$ cat config.mk
export PLATFORM = sky130hd
export DESIGN_NAME = pwmbank_top
export DESIGN_NICKNAME = d
export VERILOG_FILES = /design/src/rtl/pwmbank_pkg.sv /design/src/rtl/pwmbank_pairdiv.sv /design/src/rtl/pwmbank_chan.sv /design/src/rtl/pwmbank_regs.sv /design/src/rtl/pwmbank_datapath.sv /design/src/rtl/pwmbank_top.sv
export SDC_FILE = /design/constraint.sdc
export NUM_CORES = 1
export LEC_CHECK = 0
export BUFFER_PORTS_ARGS = -buffer_cell sky130_fd_sc_hd__buf_2
export CAP_MARGIN = 0
export CORE_MARGIN = 10
export CORE_UTILIZATION = 55
export DETAILED_ROUTE_END_ITERATION = 7
export GPL_TIMING_DRIVEN = 0
export PLACE_DENSITY = 0.75
export SLEW_MARGIN = 10
export SYNTH_ARGS = -nofsm -noshare
export SYNTH_HDL_FRONTEND = slang
export SYNTH_SLANG_ARGS = --single-unit
$ cat constraint.sdc
create_clock -name clk -period 3.06 [get_ports clk]
set_input_delay 0.306 -clock clk [delete_from_list [all_inputs] [get_ports clk]]
set_output_delay 0.306 -clock clk [all_outputs]
set_load 0.1 [all_outputs]
$ cat src/rtl/pwmbank_pkg.sv
package pwmbank_pkg;
  localparam int CNT_W        = 16;
  localparam int PRE_W        = 8;
  localparam int SRC_W        = 2;
  localparam int DIVEXP_W     = 4;
  localparam int DIVEXP_MAX   = 8;
  localparam int DIV_W        = DIVEXP_MAX;
  localparam int MAX_CH       = 16;

  localparam int PAIR_BASE    = 'h20;
  localparam int PAIR_STRIDE  = 'h4;
  localparam int GATE_ADDR    = 'h40;
  localparam int BYPASS_SHIFT = 16;
  localparam int EN_ADDR      = 'h80;
  localparam int CHAN_BASE    = 'h100;
  localparam int CHAN_STRIDE  = 'h20;
  localparam int PERIOD_OFS   = 'h4;

  localparam int SRC_LO       = 7;
  localparam int LVL_BIT      = 8;

  typedef struct packed {
    logic [SRC_W-1:0]    src;
    logic [DIVEXP_W-1:0] divExp;
  } pairSet_t;

  typedef struct packed {
    logic             actLevel;
    logic [PRE_W-1:0] prescale;
    logic [CNT_W-1:0] periodM1;
    logic [CNT_W-1:0] actCount;
  } chanSet_t;

  // strobes handed from the datapath level to one channel
  typedef struct packed {
    logic run;
    logic bypass;
    logic tick;
  } chanStb_t;
endpackage

$ cat src/rtl/pwmbank_pairdiv.sv
module pwmbank_pairdiv
  import pwmbank_pkg::*;
(
  input  logic     clk,
  input  logic     rstN,
  input  logic     slowTick,
  input  logic     busTick,
  input  pairSet_t setting,
  output logic     pairTick
);
  logic                selTick;
  logic [DIVEXP_W-1:0] expEff;
  logic [DIV_W-1:0]    mask;
  logic [DIV_W-1:0]    divCnt;

  assign selTick = (|setting.src) ? busTick : slowTick;
  assign expEff  = (setting.divExp > DIVEXP_W'(DIVEXP_MAX)) ? DIVEXP_W'(DIVEXP_MAX) : setting.divExp;
  assign mask    = DIV_W'((1 << expEff) - 1);
  assign pairTick = selTick && ((divCnt & mask) == mask);

  always_ff @(posedge clk or negedge rstN) begin
    if (!rstN)        divCnt <= '0;
    else if (selTick) divCnt <= divCnt + DIV_W'(1);
  end
endmodule

$ cat src/rtl/pwmbank_chan.sv
module pwmbank_chan
  import pwmbank_pkg::*;
(
  input  logic     clk,
  input  logic     rstN,
  input  chanStb_t stb,
  input  chanSet_t setting,
  output logic     out,
  output logic     oe
);
  logic [PRE_W-1:0] preCnt;
  logic [CNT_W-1:0] cnt;
  logic             tog;
  logic             activeNow;
  logic             level;

  always_ff @(posedge clk or negedge rstN) begin
    if (!rstN) begin
      preCnt <= '0;
      cnt    <= '0;
      tog    <= 1'b0;
    end else if (!stb.run) begin
      preCnt <= '0;
      cnt    <= '0;
      tog    <= 1'b0;
    end else if (stb.tick) begin
      tog <= ~tog;
      if (preCnt >= setting.prescale) begin
        preCnt <= '0;
        cnt    <= (cnt >= setting.periodM1) ? '0 : cnt + CNT_W'(1);
      end else begin
        preCnt <= preCnt + PRE_W'(1);
      end
    end
  end

  assign activeNow = cnt < setting.actCount;
  assign level     = stb.bypass ? tog : (activeNow ? setting.actLevel : ~setting.actLevel);
  assign out       = stb.run & level;
  assign oe        = stb.run;
endmodule

$ cat src/rtl/pwmbank_regs.sv
module pwmbank_regs
  import pwmbank_pkg::*;
#(
  parameter  int NUM_CH   = 4,
  parameter  int ADDR_W   = 12,
  localparam int NUM_PAIR = (NUM_CH + 1) / 2
) (
  input  logic                          clk,
  input  logic                          rstN,
  input  logic                          busWrEn,
  input  logic                          busRdEn,
  input  logic [ADDR_W-1:0]             busAddr,
  input  logic [31:0]                   busWrData,
  output logic [31:0]                   busRdData,
  output pairSet_t [NUM_PAIR-1:0]       pairSet,
  output chanSet_t [NUM_CH-1:0]         chanSet,
  output logic [NUM_CH-1:0]             enVec,
  output logic [NUM_CH-1:0]             gateVec,
  output logic [NUM_CH-1:0]             bypassVec
);
  logic [31:0] rdNext;

  function automatic logic [ADDR_W-1:0] pairAddr(int p);
    return ADDR_W'(PAIR_BASE + PAIR_STRIDE * p);
  endfunction

  function automatic logic [ADDR_W-1:0] ctlAddr(int c);
    return ADDR_W'(CHAN_BASE + CHAN_STRIDE * c);
  endfunction

  function automatic logic [ADDR_W-1:0] perAddr(int c);
    return ADDR_W'(CHAN_BASE + CHAN_STRIDE * c + PERIOD_OFS);
  endfunction

  always_comb begin
    rdNext = '0;
    for (int p = 0; p < NUM_PAIR; p++) begin
      if (busAddr == pairAddr(p)) begin
        rdNext[SRC_LO +: SRC_W]  = pairSet[p].src;
        rdNext[DIVEXP_W-1:0]     = pairSet[p].divExp;
      end
    end
    if (busAddr == ADDR_W'(GATE_ADDR)) begin
      rdNext[NUM_CH-1:0]              = gateVec;
      rdNext[BYPASS_SHIFT +: NUM_CH]  = bypassVec;
    end
    if (busAddr == ADDR_W'(EN_ADDR)) rdNext[NUM_CH-1:0] = enVec;
    for (int c = 0; c < NUM_CH; c++) begin
      if (busAddr == ctlAddr(c)) begin
        rdNext[LVL_BIT]     = chanSet[c].actLevel;
        rdNext[PRE_W-1:0]   = chanSet[c].prescale;
      end
      if (busAddr == perAddr(c)) rdNext = {chanSet[c].periodM1, chanSet[c].actCount};
    end
  end

  always_ff @(posedge clk or negedge rstN) begin
    if (!rstN) begin
      busRdData <= '0;
      pairSet   <= '0;
      chanSet   <= '0;
      enVec     <= '0;
      gateVec   <= '0;
      bypassVec <= '0;
    end else begin
      busRdData <= busRdEn ? rdNext : '0;
      if (busWrEn) begin
        for (int p = 0; p < NUM_PAIR; p++) begin
          if (busAddr == pairAddr(p)) begin
            pairSet[p].src    <= busWrData[SRC_LO +: SRC_W];
            pairSet[p].divExp <= busWrData[DIVEXP_W-1:0];
          end
        end
        if (busAddr == ADDR_W'(GATE_ADDR)) begin
          gateVec   <= busWrData[NUM_CH-1:0];
          bypassVec <= busWrData[BYPASS_SHIFT +: NUM_CH];
        end
        if (busAddr == ADDR_W'(EN_ADDR)) enVec <= busWrData[NUM_CH-1:0];
        for (int c = 0; c < NUM_CH; c++) begin
          if (busAddr == ctlAddr(c)) begin
            chanSet[c].actLevel <= busWrData[LVL_BIT];
            chanSet[c].prescale <= busWrData[PRE_W-1:0];
          end
          if (busAddr == perAddr(c)) begin
            chanSet[c].periodM1 <= busWrData[31:16];
            chanSet[c].actCount <= busWrData[15:0];
          end
        end
      end
    end
  end
endmodule

$ cat src/rtl/pwmbank_datapath.sv
module pwmbank_datapath
  import pwmbank_pkg::*;
#(
  parameter  int NUM_CH   = 4,
  localparam int NUM_PAIR = (NUM_CH + 1) / 2
) (
  input  logic                    clk,
  input  logic                    rstN,
  input  logic                    slowTick,
  input  logic                    busTick,
  input  pairSet_t [NUM_PAIR-1:0] pairSet,
  input  chanSet_t [NUM_CH-1:0]   chanSet,
  input  logic [NUM_CH-1:0]       enVec,
  input  logic [NUM_CH-1:0]       gateVec,
  input  logic [NUM_CH-1:0]       bypassVec,
  output logic [NUM_CH-1:0]       pwmOut,
  output logic [NUM_CH-1:0]       pwmOe
);
  logic [NUM_PAIR-1:0] pairTick;
  chanStb_t [NUM_CH-1:0] stb;

  for (genvar p = 0; p < NUM_PAIR; p++) begin : gPair
    pwmbank_pairdiv uDiv (
      .clk      (clk),
      .rstN     (rstN),
      .slowTick (slowTick),
      .busTick  (busTick),
      .setting  (pairSet[p]),
      .pairTick (pairTick[p])
    );
  end

  for (genvar c = 0; c < NUM_CH; c++) begin : gChan
    assign stb[c].run    = enVec[c] & gateVec[c];
    assign stb[c].bypass = bypassVec[c];
    assign stb[c].tick   = pairTick[c / 2];
    pwmbank_chan uChan (
      .clk     (clk),
      .rstN    (rstN),
      .stb     (stb[c]),
      .setting (chanSet[c]),
      .out     (pwmOut[c]),
      .oe      (pwmOe[c])
    );
  end
endmodule

$ cat src/rtl/pwmbank_top.sv
module pwmbank_top
  import pwmbank_pkg::*;
#(
  parameter int NUM_CH = 4,
  parameter int ADDR_W = 12
) (
  input  logic              clk,
  input  logic              rstN,
  input  logic              busWrEn,
  input  logic              busRdEn,
  input  logic [ADDR_W-1:0] busAddr,
  input  logic [31:0]       busWrData,
  output logic [31:0]       busRdData,
  input  logic              slowTick,
  input  logic              busTick,
  output logic [NUM_CH-1:0] pwmOut,
  output logic [NUM_CH-1:0] pwmOe
);
  localparam int NUM_PAIR = (NUM_CH + 1) / 2;

  pairSet_t [NUM_PAIR-1:0] pairSet;
  chanSet_t [NUM_CH-1:0]   chanSet;
  logic [NUM_CH-1:0]       enVec;
  logic [NUM_CH-1:0]       gateVec;
  logic [NUM_CH-1:0]       bypassVec;

  pwmbank_regs #(.NUM_CH(NUM_CH), .ADDR_W(ADDR_W)) uRegs (
    .clk       (clk),
    .rstN      (rstN),
    .busWrEn   (busWrEn),
    .busRdEn   (busRdEn),
    .busAddr   (busAddr),
    .busWrData (busWrData),
    .busRdData (busRdData),
    .pairSet   (pairSet),
    .chanSet   (chanSet),
    .enVec     (enVec),
    .gateVec   (gateVec),
    .bypassVec (bypassVec)
  );

  pwmbank_datapath #(.NUM_CH(NUM_CH)) uData (
    .clk       (clk),
    .rstN      (rstN),
    .slowTick  (slowTick),
    .busTick   (busTick),
    .pairSet   (pairSet),
    .chanSet   (chanSet),
    .enVec     (enVec),
    .gateVec   (gateVec),
    .bypassVec (bypassVec),
    .pwmOut    (pwmOut),
    .pwmOe     (pwmOe)
  );
endmodule

==> metrics.txt, run 1 <==
status=finished, final reports clean; Mapped Area=20100 µm²; drt total wl=64300 µm; cell area after placement=21200 µm²; pre-CTS setup slack=-591 ps; yosys warns=0; Hold Crit Class=in2reg; Slew @ Worst Pin=1020 ps; initial antenna violation count=2; depth of the CTS H-tree=2; Crit path max-delay family=compound AO/OA/AOI/OAI gates; Main synth FF type=dfrtp_1; slowest CP cell=or4_4; Final setup viols=0; sw frac=0.239; Seq/Total Area, Yosys=0.418; Distinct cells, synth=71; CP peak stage delay=530 ps; CP Depth=10; Seq pwr share=0.457; count of flip-flops with a built-in enable after synthesis=0; wire per inst=24.1 µm; row cnt=69; Hold Crit Depth=2; final worst path period need=3010 ps; nets=2392; Die Area=44600 µm²; TritonCTS buffer count=39; Clock Latency Late Sink=570 ps; Leak Pwr=10.8 nW; core area=35800 µm²; DRC Markers=0; drt pass-1 iters=6; Critical Path, Cell by Cell=buf_2 > or4_4 > ha_2 > xor2_1 > a2111oi_4 > buf_6 > a21oi_4 > buf_2 > a221oi_1 > o31ai_1; WP data required=3490 ps; Die W=211 µm; Congestion Overflow GR=0; Design Area, Final=23200 µm²; post-layout util=0.648; Worst-path clk slew=60 ps; share of post-route cells with drive strength above 1=0.220; vias=17.4k; Crit path buffers/inverters=3; post-route ant nets=0; most used cell, CP=buf_2; register bit total from synthesis=336; async set-reset flop share out of synthesis=1.00; FILL cells=2834; CTS root buffer=clkbuf_16; commonest non-fill, non-tap cell in the layout=dfrtp_1; Syn Area/Cell=9.99 µm²; arrival time worst endpoint=3440 ps; switching power=0.00244 W; Final Instance Count excl. Fillers=2667; first-pass GRT wire length=98900 µm; Pwr Density=439 nW/µm²; count of input and output buffers=85; Power Internal=0.00775 W; Chip Height=211 µm; Hold EP=uRegs.chanSet[66]; Clk pwr share=0.491; logic gate share of total power=0.051; CTS sink count=336; Final period util=0.983; commonest cells after routing, fill and taps aside=dfrtp_1 (319), inv_1 (190), mux2_2 (187), ha_1 (160), nand2_1 (102); max-cap check violation count=0; max-slew violations=0; Max IR drop VDD=0.360 mV; Max Clk Rate=0.333 GHz; r2r endpoint=uData.gChan[0].uChan.cnt[12]; HPWL Detailed=47800 µm; CP endpoint kind=flip-flop; Initial DRC Count=1802; Placed Cells=2560; Hold Worst Slack=20.2 ps; Worst Skew=17.2 ps; Yosys top cell by area=dfrtp_1; Setup CP Type=reg2reg; worst hold start=busWrData[25]; Longest Clk Path Bufs=3; Area growth syn-to-layout=15.6%; gr usage total=0.284; Final Wtd Congestion=0.999; CTS tree=yes; Synth area leaders=dfrtp_1 (42%), mux2_2 (10%), ha_1 (10%); Register-to-Register Path Depth=10; cell count after synthesis=2011; Top Ports=90; final worst slack=52.7 ps; final hold vios=0; relative max-transition margin=0.312; vias in the first global route=16.8k; Avg Vias per Cell=6.51; net count after synthesis=2229; reg2reg start=uRegs.pairSet[2]; Startpoint Class=flip-flop; Synth top area share=0.418; RSZ-0062 raised after global routing=yes; Starting Density=0.561; worst-path fanout max=10; R2R setup slack=50 ps; largest net degree at the start of global routing=105
-- cell type report --
class,instances,area [µm²],area share
inverter,199,747,0.0322
antenna,1,2.50,0.000108
clock buffer,57,1180,0.0510
tap,461,577,0.0248
clock inverter,15,193,0.00830
multi-input combinational,1385,10800,0.465
buffer,88,417,0.0179
sequential,336,8430,0.363
timing repair buffer,125,862,0.0371
-- state kept, by name, summed over array words and instances (netlist names), 12 cells and up --
register and count:
uData.gPair.uDiv.divCnt 16, uRegs.pairSet 12, uRegs.busRdData 32, uData.gChan.uChan.preCnt 32, uData.gChan.uChan.cnt 64, uRegs.chanSet 164
-- logic make-up (layout without fill, tap and decap cells) --
kind of cell | after synthesis | count (layout) | synth area share
xor+xnor | 20 | 20 | 0.00872
compound gates | 494 | 494 | 0.168
buf+inv | 290 | 484 | 0.0571
flops | 336 | 336 | 0.418
other cells | 0 | 1 | 0
simple gates | 500 | 500 | 0.130
fa+ha+maj | 168 | 168 | 0.105
mux | 203 | 203 | 0.113
-- metrics by stage --
| stage | TNS [ps] | total power (W) |
|---|---|---|
| 3_5_place_dp | -30540 | 0.00525 |
| 6_report | 0 | 0.0102 |
| 4_1_cts | 0 | 0.0102 |
| 3_3_place_gp | -1610060 | 0.00522 |
| 5_1_grt | -37.5 | 0.0105 |
| 2_1_floorplan | 0 | 0.00496 |
-- synth_stat cells (35+ instances only) --
master	count
dfrtp_1	336
nand4_1	38
nand2_1	102
o21ai_0	92
nor2_1	94
a21oi_1	63
a211oi_1	54
a22oi_1	52
ha_1	168
inv_1	197
clkbuf_1	56
and3_1	35
nand3_1	94
mux2_2	187
-- worst max-delay path by stage --
stage	from	end
3_3_place_gp	rstN	uData.gChan[3].uChan.preCnt[0]
5_1_grt	uData.gChan[2].uChan.cnt[13]	pwmOut[2]
6_report	uRegs.pairSet[2]	uData.gChan[0].uChan.cnt[12]
2_1_floorplan	uRegs.pairSet[9]	uData.gChan[3].uChan.cnt[11]
3_5_place_dp	uRegs.pairSet[9]	uData.gChan[3].uChan.cnt[13]
4_1_cts	uRegs.chanSet[13]	pwmOut[0]
-- metal layers --
metal / global-route usage / share of wire
met1: 0.376 / 0.42
met2: 0.456 / 0.47
met3: 0.0418 / 0.071
met4: 0.121 / 0.041
met5: 0 / 0
-- power by group through the flow --
stage	clock (W)	combinational (W)	sequential, W
6_report	0.00501	0.000520	0.00466
5_1_grt	0.00521	0.000582	0.00467
4_1_cts	0.00503	0.000520	0.00466
3_5_place_dp	0	0.000509	0.00474
3_3_place_gp	0	0.000481	0.00474
2_1_floorplan	0	0.000253	0.00471
-- what timing repair did --
action / in CTS / in global routing
pin swaps: 9 / 17
resized for setup: 43 / 66
buffers inserted: 10 / 26
hold buffers: 1 / 0
endpoints found under the setup margin: 100 / 100
endpoints found under the hold margin: 46 / 0
-- worst reg2reg max path: cells and delay by family, from the launching register on --
kind	cells	cell delay (ps)
compound gates	4	960
xor+xnor	1	180
fa+ha+maj	1	230
buf+inv	3	620
flops	1	350
simple gates	1	530
(Power assumes the default switching activity.)
==> inputs of run 2 (changes only) <==
Clock period 3.06 ns to 2.61 ns, I/O delays scaled along.
==> run 2 against run 1 <==
Compared with the run above:
- the flow now finishes with violations (negative setup slack)
- die area unchanged
- non-clock buffer count up 77
- utilization grew 5.8 points
- final area is 8.9% higher
- setup slack got worse by 320 ps
- sequential share of layout area is 2.9 points lower
- total power rose by 18%
- sequential cell count unchanged
- global-route usage rose by 1.5 points
- largest cell class unchanged
==> metrics.txt, run 2 (synthesized netlist as in run 1, its figures left out) <==
Die W=211 µm (unchanged); Final Instance Count excl. Fillers=2743 (was 2667); max-slew violations=0 (unchanged); Crit path max-delay family=simple AND/OR/NAND/NOR gates (was compound AO/OA/AOI/OAI gates); max FFs per register=164 (unchanged); vias in the first global route=18.1k (was 16.8k); Avg Vias per Cell=6.55 (was 6.51); CTS tree=yes (unchanged); DRC Markers=0 (unchanged); CTS root buffer=clkbuf_16 (unchanged); overall power=0.0121 W (was 0.0102 W); Congestion Overflow GR=0 (unchanged); RSZ-0062 raised after global routing=yes (unchanged); Biggest register=uRegs.chanSet (unchanged); row cnt=69 (unchanged); post-route ant nets=0 (unchanged); commonest non-fill, non-tap cell in the layout=dfrtp_1 (unchanged); Worst Skew=21.7 ps (was 17.2 ps); failing checks=negative setup slack; core area=35800 µm² (unchanged); share of post-route cells with drive strength above 1=0.320 (was 0.220); Register-to-Register Path Depth=12 (was 10); HPWL Detailed=47500 µm (was 47800 µm); arrival time worst endpoint=3310 ps (was 3440 ps); commonest cells after routing, fill and taps aside=dfrtp_1 (305), inv_1 (189), mux2_2 (187), ha_1 (150), nor2_1 (91) (was dfrtp_1 (319), inv_1 (190), mux2_2 (187), ha_1 (160), nand2_1 (102)); TritonCTS buffer count=40 (was 39); Crit path buffers/inverters=3 (unchanged); most used cell, CP=nor3_4 (was buf_2); Top Ports=90 (unchanged); Largest regs=uRegs.chanSet (164), uData.gChan.uChan.cnt (64) (unchanged); status=complete, but fails checks (was finished, final reports clean); Area growth syn-to-layout=25.9% (was 15.6%); Max IR drop VDD=0.384 mV (was 0.360 mV); nets=2471 (was 2392); drt pass-1 iters=6 (unchanged); Die Area=44600 µm² (unchanged); Worst-path clk slew=60 ps (about the same); post-layout util=0.706 (was 0.648); Placed Cells=2560 (unchanged); pre-CTS setup slack=-727 ps (was -591 ps); largest net degree at the start of global routing=118 (was 105); Initial DRC Count=1956 (was 1802); Chip Height=211 µm (unchanged); drt total wl=69100 µm (was 64300 µm); gr usage total=0.299 (was 0.284); Starting Density=0.561 (unchanged); Final period util=1.10 (was 0.983); initial antenna violation count=2 (unchanged); slowest CP cell=dfrtp_2 (was or4_4); Final setup viols=88 (was 0); final hold vios=0 (unchanged); count of input and output buffers=85 (unchanged); Clock Latency Late Sink=570 ps (about the same); Startpoint Class=flip-flop (unchanged); CP Depth=12 (was 10); Slew @ Worst Pin=961 ps (was 1020 ps); FILL cells=2456 (was 2834); Critical Path, Cell by Cell=or2_4 > nor3_4 > inv_2 > ha_4 > or3_4 > a211o_1 > o221a_4 > a21oi_4 > buf_12 > nor3_4 > buf_6 > a22o_1 (was buf_2 > or4_4 > ha_2 > xor2_1 > a2111oi_4 > buf_6 > a21oi_4 > buf_2 > a221oi_1 > o31ai_1); Hold Worst Slack=22.7 ps (was 20.2 ps); routed wl met3=6090 µm (was 4590 µm); Hold Crit Depth=2 (unchanged); Final Wtd Congestion=0.952 (was 0.999); wire per inst=25.2 µm (was 24.1 µm); Leak Pwr=11.5 nW (was 10.8 nW); uppermost layer routed=met4 (unchanged); Setup CP Type=reg2reg (unchanged); M1 WL=27000 µm (about the same); max-cap check violation count=0 (unchanged); Routed met2 length=32200 µm (was 30000 µm); final worst path period need=2870 ps (was 3010 ps); relative max-transition margin=0.353 (was 0.312); WP data required=3040 ps (was 3490 ps); worst-path fanout max=6 (was 10); depth of the CTS H-tree=2 (unchanged); vias=18.0k (was 17.4k); CTS sink count=336 (unchanged); first-pass GRT wire length=104000 µm (was 98900 µm); Longest Clk Path Bufs=3 (unchanged); final worst slack=-263 ps (was 52.7 ps); Pwr Density=477 nW/µm² (was 439 nW/µm²); Max Clk Rate=0.348 GHz (was 0.333 GHz); CP peak stage delay=440 ps (was 530 ps); Hold Crit Class=in2reg (unchanged); CP endpoint kind=flip-flop (unchanged)
## run 2: changes by cell type in the layout (fill, tap and decap cells not counted), moves of 15 or more
cell / before / now
a211oi_1: 54 / 33
a211oi_2: 0 / 20
buf_4: 44 / 83
buf_6: 5 / 22
buf_8: 1 / 16
o21ai_0: 86 / 52
o21ai_2: 2 / 37
## run 2: repair_timing
item                                    in CTS  in global routing
pin swaps                                  135                 68
endpoints found under the setup margin     134                144
cloned                                      12                  0
hold endpoints to repair                   233                  0
gates resized for setup                    266                148
setup buffers                               70                 37
hold buffers                                 9                  0
## run 2: area by class of cell
| cell class | instances | area [µm²] | share of cell area |
|---|---|---|---|
| multi-input combinational | 1386 | 11900 | 0.470 |
| clock inverter | 12 | 199 | 0.00787 |
| clock buffer | 58 | 1180 | 0.0467 |
| timing repair buffer | 210 | 1780 | 0.0703 |
| tap | 461 | 577 | 0.0228 |
| buffer | 80 | 477 | 0.0189 |
| antenna | 1 | 2.50 | 0.0000990 |
| sequential | 336 | 8450 | 0.334 |
| inverter | 199 | 747 | 0.0295 |
## run 2: report_power, final
part / internal [W] / total [W] / leakage (nW) / switching [W]
Sequential: 0.00532 / 0.00549 / 4.62 / 0.000162
Combinational: 0.000241 / 0.000658 / 6.24 / 0.000417
Clock: 0.00363 / 0.00592 / 0.675 / 0.00229
Total: 0.00919 / 0.0121 / 11.5 / 0.00287
## run 2: path summary, 6_finish.rpt
| check | startpoint | to | slack [ps] |
|---|---|---|---|
| min in group asynchronous | rstN | uData.gChan[0].uChan.preCnt[2] | 120 |
| setup reg to reg | uRegs.pairSet[8] | uData.gChan[3].uChan.cnt[7] | -260 |
| hold / removal | busWrData[11] | uRegs.chanSet[52] | 20 |
| hold reg to reg | uData.gPair[1].uDiv.divCnt[5] | uData.gPair[1].uDiv.divCnt[5] | 500 |
| max in group asynchronous | rstN | uRegs.chanSet[138] | 1150 |
| setup / recovery | uRegs.pairSet[8] | uData.gChan[3].uChan.cnt[7] | -260 |
## run 2: metrics by stage
step	TNS [ps]	cell area, µm²
6_report	-11370	25300
3_3_place_gp	-1790990	21200
2_1_floorplan	-759	20200
5_1_grt	-18190	25300
4_1_cts	-11540	24400
3_5_place_dp	-91690	21300
## run 2: layer usage
layer  up-vias  track usage
met2      1019        0.477
met1      8806        0.384
met3       256       0.0539
met4         0        0.152
met5         -            0
li1       7884            -
==> inputs of run 3 (changes only) <==
--- a/constraint.sdc
+++ b/constraint.sdc
@@ -3,2 +3,2 @@
 set_output_delay 0.261 -clock clk [all_outputs]
-set_load 0.1 [all_outputs]
+set_load 0.05 [all_outputs]
==> run 3 against run 2 <==
Compared with the run above:
- the run still ends with negative setup slack left
- non-clock buffer count shrank 9
- sequential power is essentially flat
- sequential cell count is the same
- combinational power grew 1%
- critical endpoint is now pwmOut[3]
- highest routed layer unchanged
==> metrics.txt, run 3 (synthesized netlist as in run 1, its figures left out) <==
row cnt=69 (unchanged); relative max-transition margin=0.389 (was 0.353); CP peak stage delay=410 ps (was 440 ps); slowest CP cell=dfrtp_1 (was dfrtp_2); Final Wtd Congestion=0.952 (unchanged); Slew @ Worst Pin=916 ps (was 961 ps); Clk pwr share=0.490 (was 0.491); final worst path period need=2830 ps (was 2870 ps); Seq pwr share=0.455 (about the same); switching power=0.00288 W (was 0.00287 W); first-pass GRT wire length=103000 µm (was 104000 µm); Worst-path clk slew=60 ps (about the same); Leak Pwr=11.5 nW (about the same); vias in the first global route=17.8k (was 18.1k); Hold Crit Class=in2reg (unchanged); Congestion Overflow GR=0 (unchanged); Starting Density=0.561 (unchanged); Max IR drop VDD=0.384 mV (about the same); Area growth syn-to-layout=24.4% (was 25.9%); drt total wl=67900 µm (was 69100 µm); depth of the CTS H-tree=2 (unchanged); worst-path fanout max=2 (was 6); Final setup viols=61 (was 88); post-route ant nets=0 (unchanged); Crit path max-delay family=compound AO/OA/AOI/OAI gates (was simple AND/OR/NAND/NOR gates); logic gate share of total power=0.055 (about the same); TritonCTS buffer count=40 (unchanged); Die Area=44600 µm² (unchanged); Critical Path, Cell by Cell=inv_1 > ha_4 > a21oi_2 > o21ai_2 > a221oi_4 > nor2b_1 > a31oi_1 > nand3_2 > buf_8 (was or2_4 > nor3_4 > inv_2 > ha_4 > or3_4 > a211o_1 > o221a_4 > a21oi_4 > buf_12 > nor3_4 > buf_6 > a22o_1); gr usage total=0.297 (was 0.299); Crit path buffers/inverters=2 (was 3); max-slew violations=0 (unchanged); RSZ-0062 raised after global routing=yes (unchanged); Startpoint Class=flip-flop (unchanged); Design Area, Final=25000 µm² (was 25300 µm²); sw frac=0.238 (about the same); CTS tree=yes (unchanged); wire per inst=24.8 µm (was 25.2 µm); Power Internal=0.00920 W (was 0.00919 W); area of the multi-input gates=11800 µm² (was 11900 µm²); commonest cells after routing, fill and taps aside=dfrtp_1 (303), inv_1 (191), mux2_2 (187), ha_1 (153) (was dfrtp_1 (305), inv_1 (189), mux2_2 (187), ha_1 (150), nor2_1 (91)); Largest regs=uRegs.chanSet (164), uData.gChan.uChan.cnt (64) (unchanged); Die W=211 µm (unchanged); nets=2462 (was 2471); core area=35800 µm² (unchanged); Top Ports=90 (unchanged); Max Clk Rate=0.353 GHz (was 0.348 GHz); HPWL Detailed=47500 µm (unchanged); FILL cells=2517 (was 2456); Longest Clk Path Bufs=3 (unchanged); final hold vios=0 (unchanged); share of post-route cells with drive strength above 1=0.312 (was 0.320); WP data required=2350 ps (was 3040 ps); Clock Latency Late Sink=560 ps (was 570 ps); status=complete, but fails checks (unchanged); Pwr Density=483 nW/µm² (was 477 nW/µm²); CTS sink count=336 (unchanged); Setup CP Type=reg2out (was reg2reg); CP endpoint kind=primary output (was flip-flop); max-cap check violation count=0 (unchanged); initial antenna violation count=2 (unchanged); Avg Vias per Cell=6.53 (was 6.55); CTS root buffer=clkbuf_16 (unchanged); Worst Skew=20.8 ps (was 21.7 ps); failing checks=negative setup slack (unchanged); overall power=0.0121 W (about the same); DRC Markers=0 (unchanged); Sequential cell area=8450 µm² (about the same); largest net degree at the start of global routing=118 (unchanged); vias=17.9k (was 18.0k); count of input and output buffers=85 (unchanged); cell area after placement=21300 µm² (unchanged); Chip Height=211 µm (unchanged); drt pass-1 iters=5 (was 6); Biggest register=uRegs.chanSet (unchanged); Final period util=1.09 (was 1.10); arrival time worst endpoint=2570 ps (was 3310 ps); commonest non-fill, non-tap cell in the layout=dfrtp_1 (unchanged); final worst slack=-223 ps (was -263 ps); Initial DRC Count=1976 (was 1956); max FFs per register=164 (unchanged)
-- run 3: worst reg2reg max path: stages (launching register included) --
cell,delay (ps)
dfrtp_2,440
or4_4,510
ha_4,200
xor2_2,180
a2111oi_4,340
buf_6,200
buf_6,130
a21oi_4,90
buf_8,190
a221oi_4,290
o31ai_2,100
-- run 3: layer usage --
metal / global-route usage / routed length (µm) / vias to the layer above
li1: - / - / 7890
met3: 0.0518 / 5540 / 223
met4: 0.143 / 3470 / 0
met1: 0.388 / 27400 / 8843
met5: 0 / 0 / -
met2: 0.471 / 31500 / 906
-- run 3: timing repair --
action	4_1_cts	5_1_grt
setup endpoints to repair	134	148
hold buffers	9	0
cloned	9	3
buffers inserted	63	36
pin swaps	102	83
resized for setup	226	155
endpoints found under the hold margin	233	0
-- run 3: final cells by class --
| class | count | share of cell area |
|---|---|---|
| diodes | 1 | 0.000100 |
| clock buffers | 58 | 0.0472 |
| multi-input cells | 1386 | 0.470 |
| clock inverters | 12 | 0.00796 |
| plain buffers | 79 | 0.0187 |
| inverters | 199 | 0.0299 |
| flip-flops and latches | 336 | 0.338 |
| well taps | 461 | 0.0231 |
| repair buffers | 202 | 0.0648 |
-- run 3: through the flow --
stage / hold WS [ps] / utilization / worst slack [ps] / cells / setup TNS [ps]
finish: 27.3 / 0.698 / -223 / 2734 / -4490
global route: 19.8 / 0.698 / -254 / 2733 / -10880
CTS: 2.91 / 0.674 / -182 / 2704 / -10240
detailed placement: 102 / 0.596 / -727 / 2560 / -91090
global placement: 477 / 0.593 / -5100 / 2557 / -1790420
floorplan: -34.6 / - / -75.1 / 2011 / -759
-- run 3: power groups by stage --
stage	combinational, W	sequential (W)	clock [W]
6_report	0.000666	0.00549	0.00592
5_1_grt	0.000723	0.00551	0.00617
4_1_cts	0.000634	0.00548	0.00593
3_5_place_dp	0.000604	0.00556	0
3_3_place_gp	0.000571	0.00556	0
2_1_floorplan	0.000305	0.00552	0
-- run 3: path summary, 6_finish.rpt --
kind                                         start                        endpoint  slack [ps]  cells past startpoint
worst max register to register    uRegs.pairSet[1]    uData.gChan[0].uChan.cnt[12]        -170                     10
worst max-delay path            uRegs.chanSet[132]                       pwmOut[3]        -220                      9
worst min-delay path                 busWrData[28]               uRegs.chanSet[28]          30                      2
worst min register to register  uRegs.chanSet[162]              uRegs.chanSet[162]         510                      1
min in group asynchronous                     rstN  uData.gChan[0].uChan.preCnt[2]         120                      2
max in group asynchronous                     rstN              uRegs.chanSet[138]        1140                      4
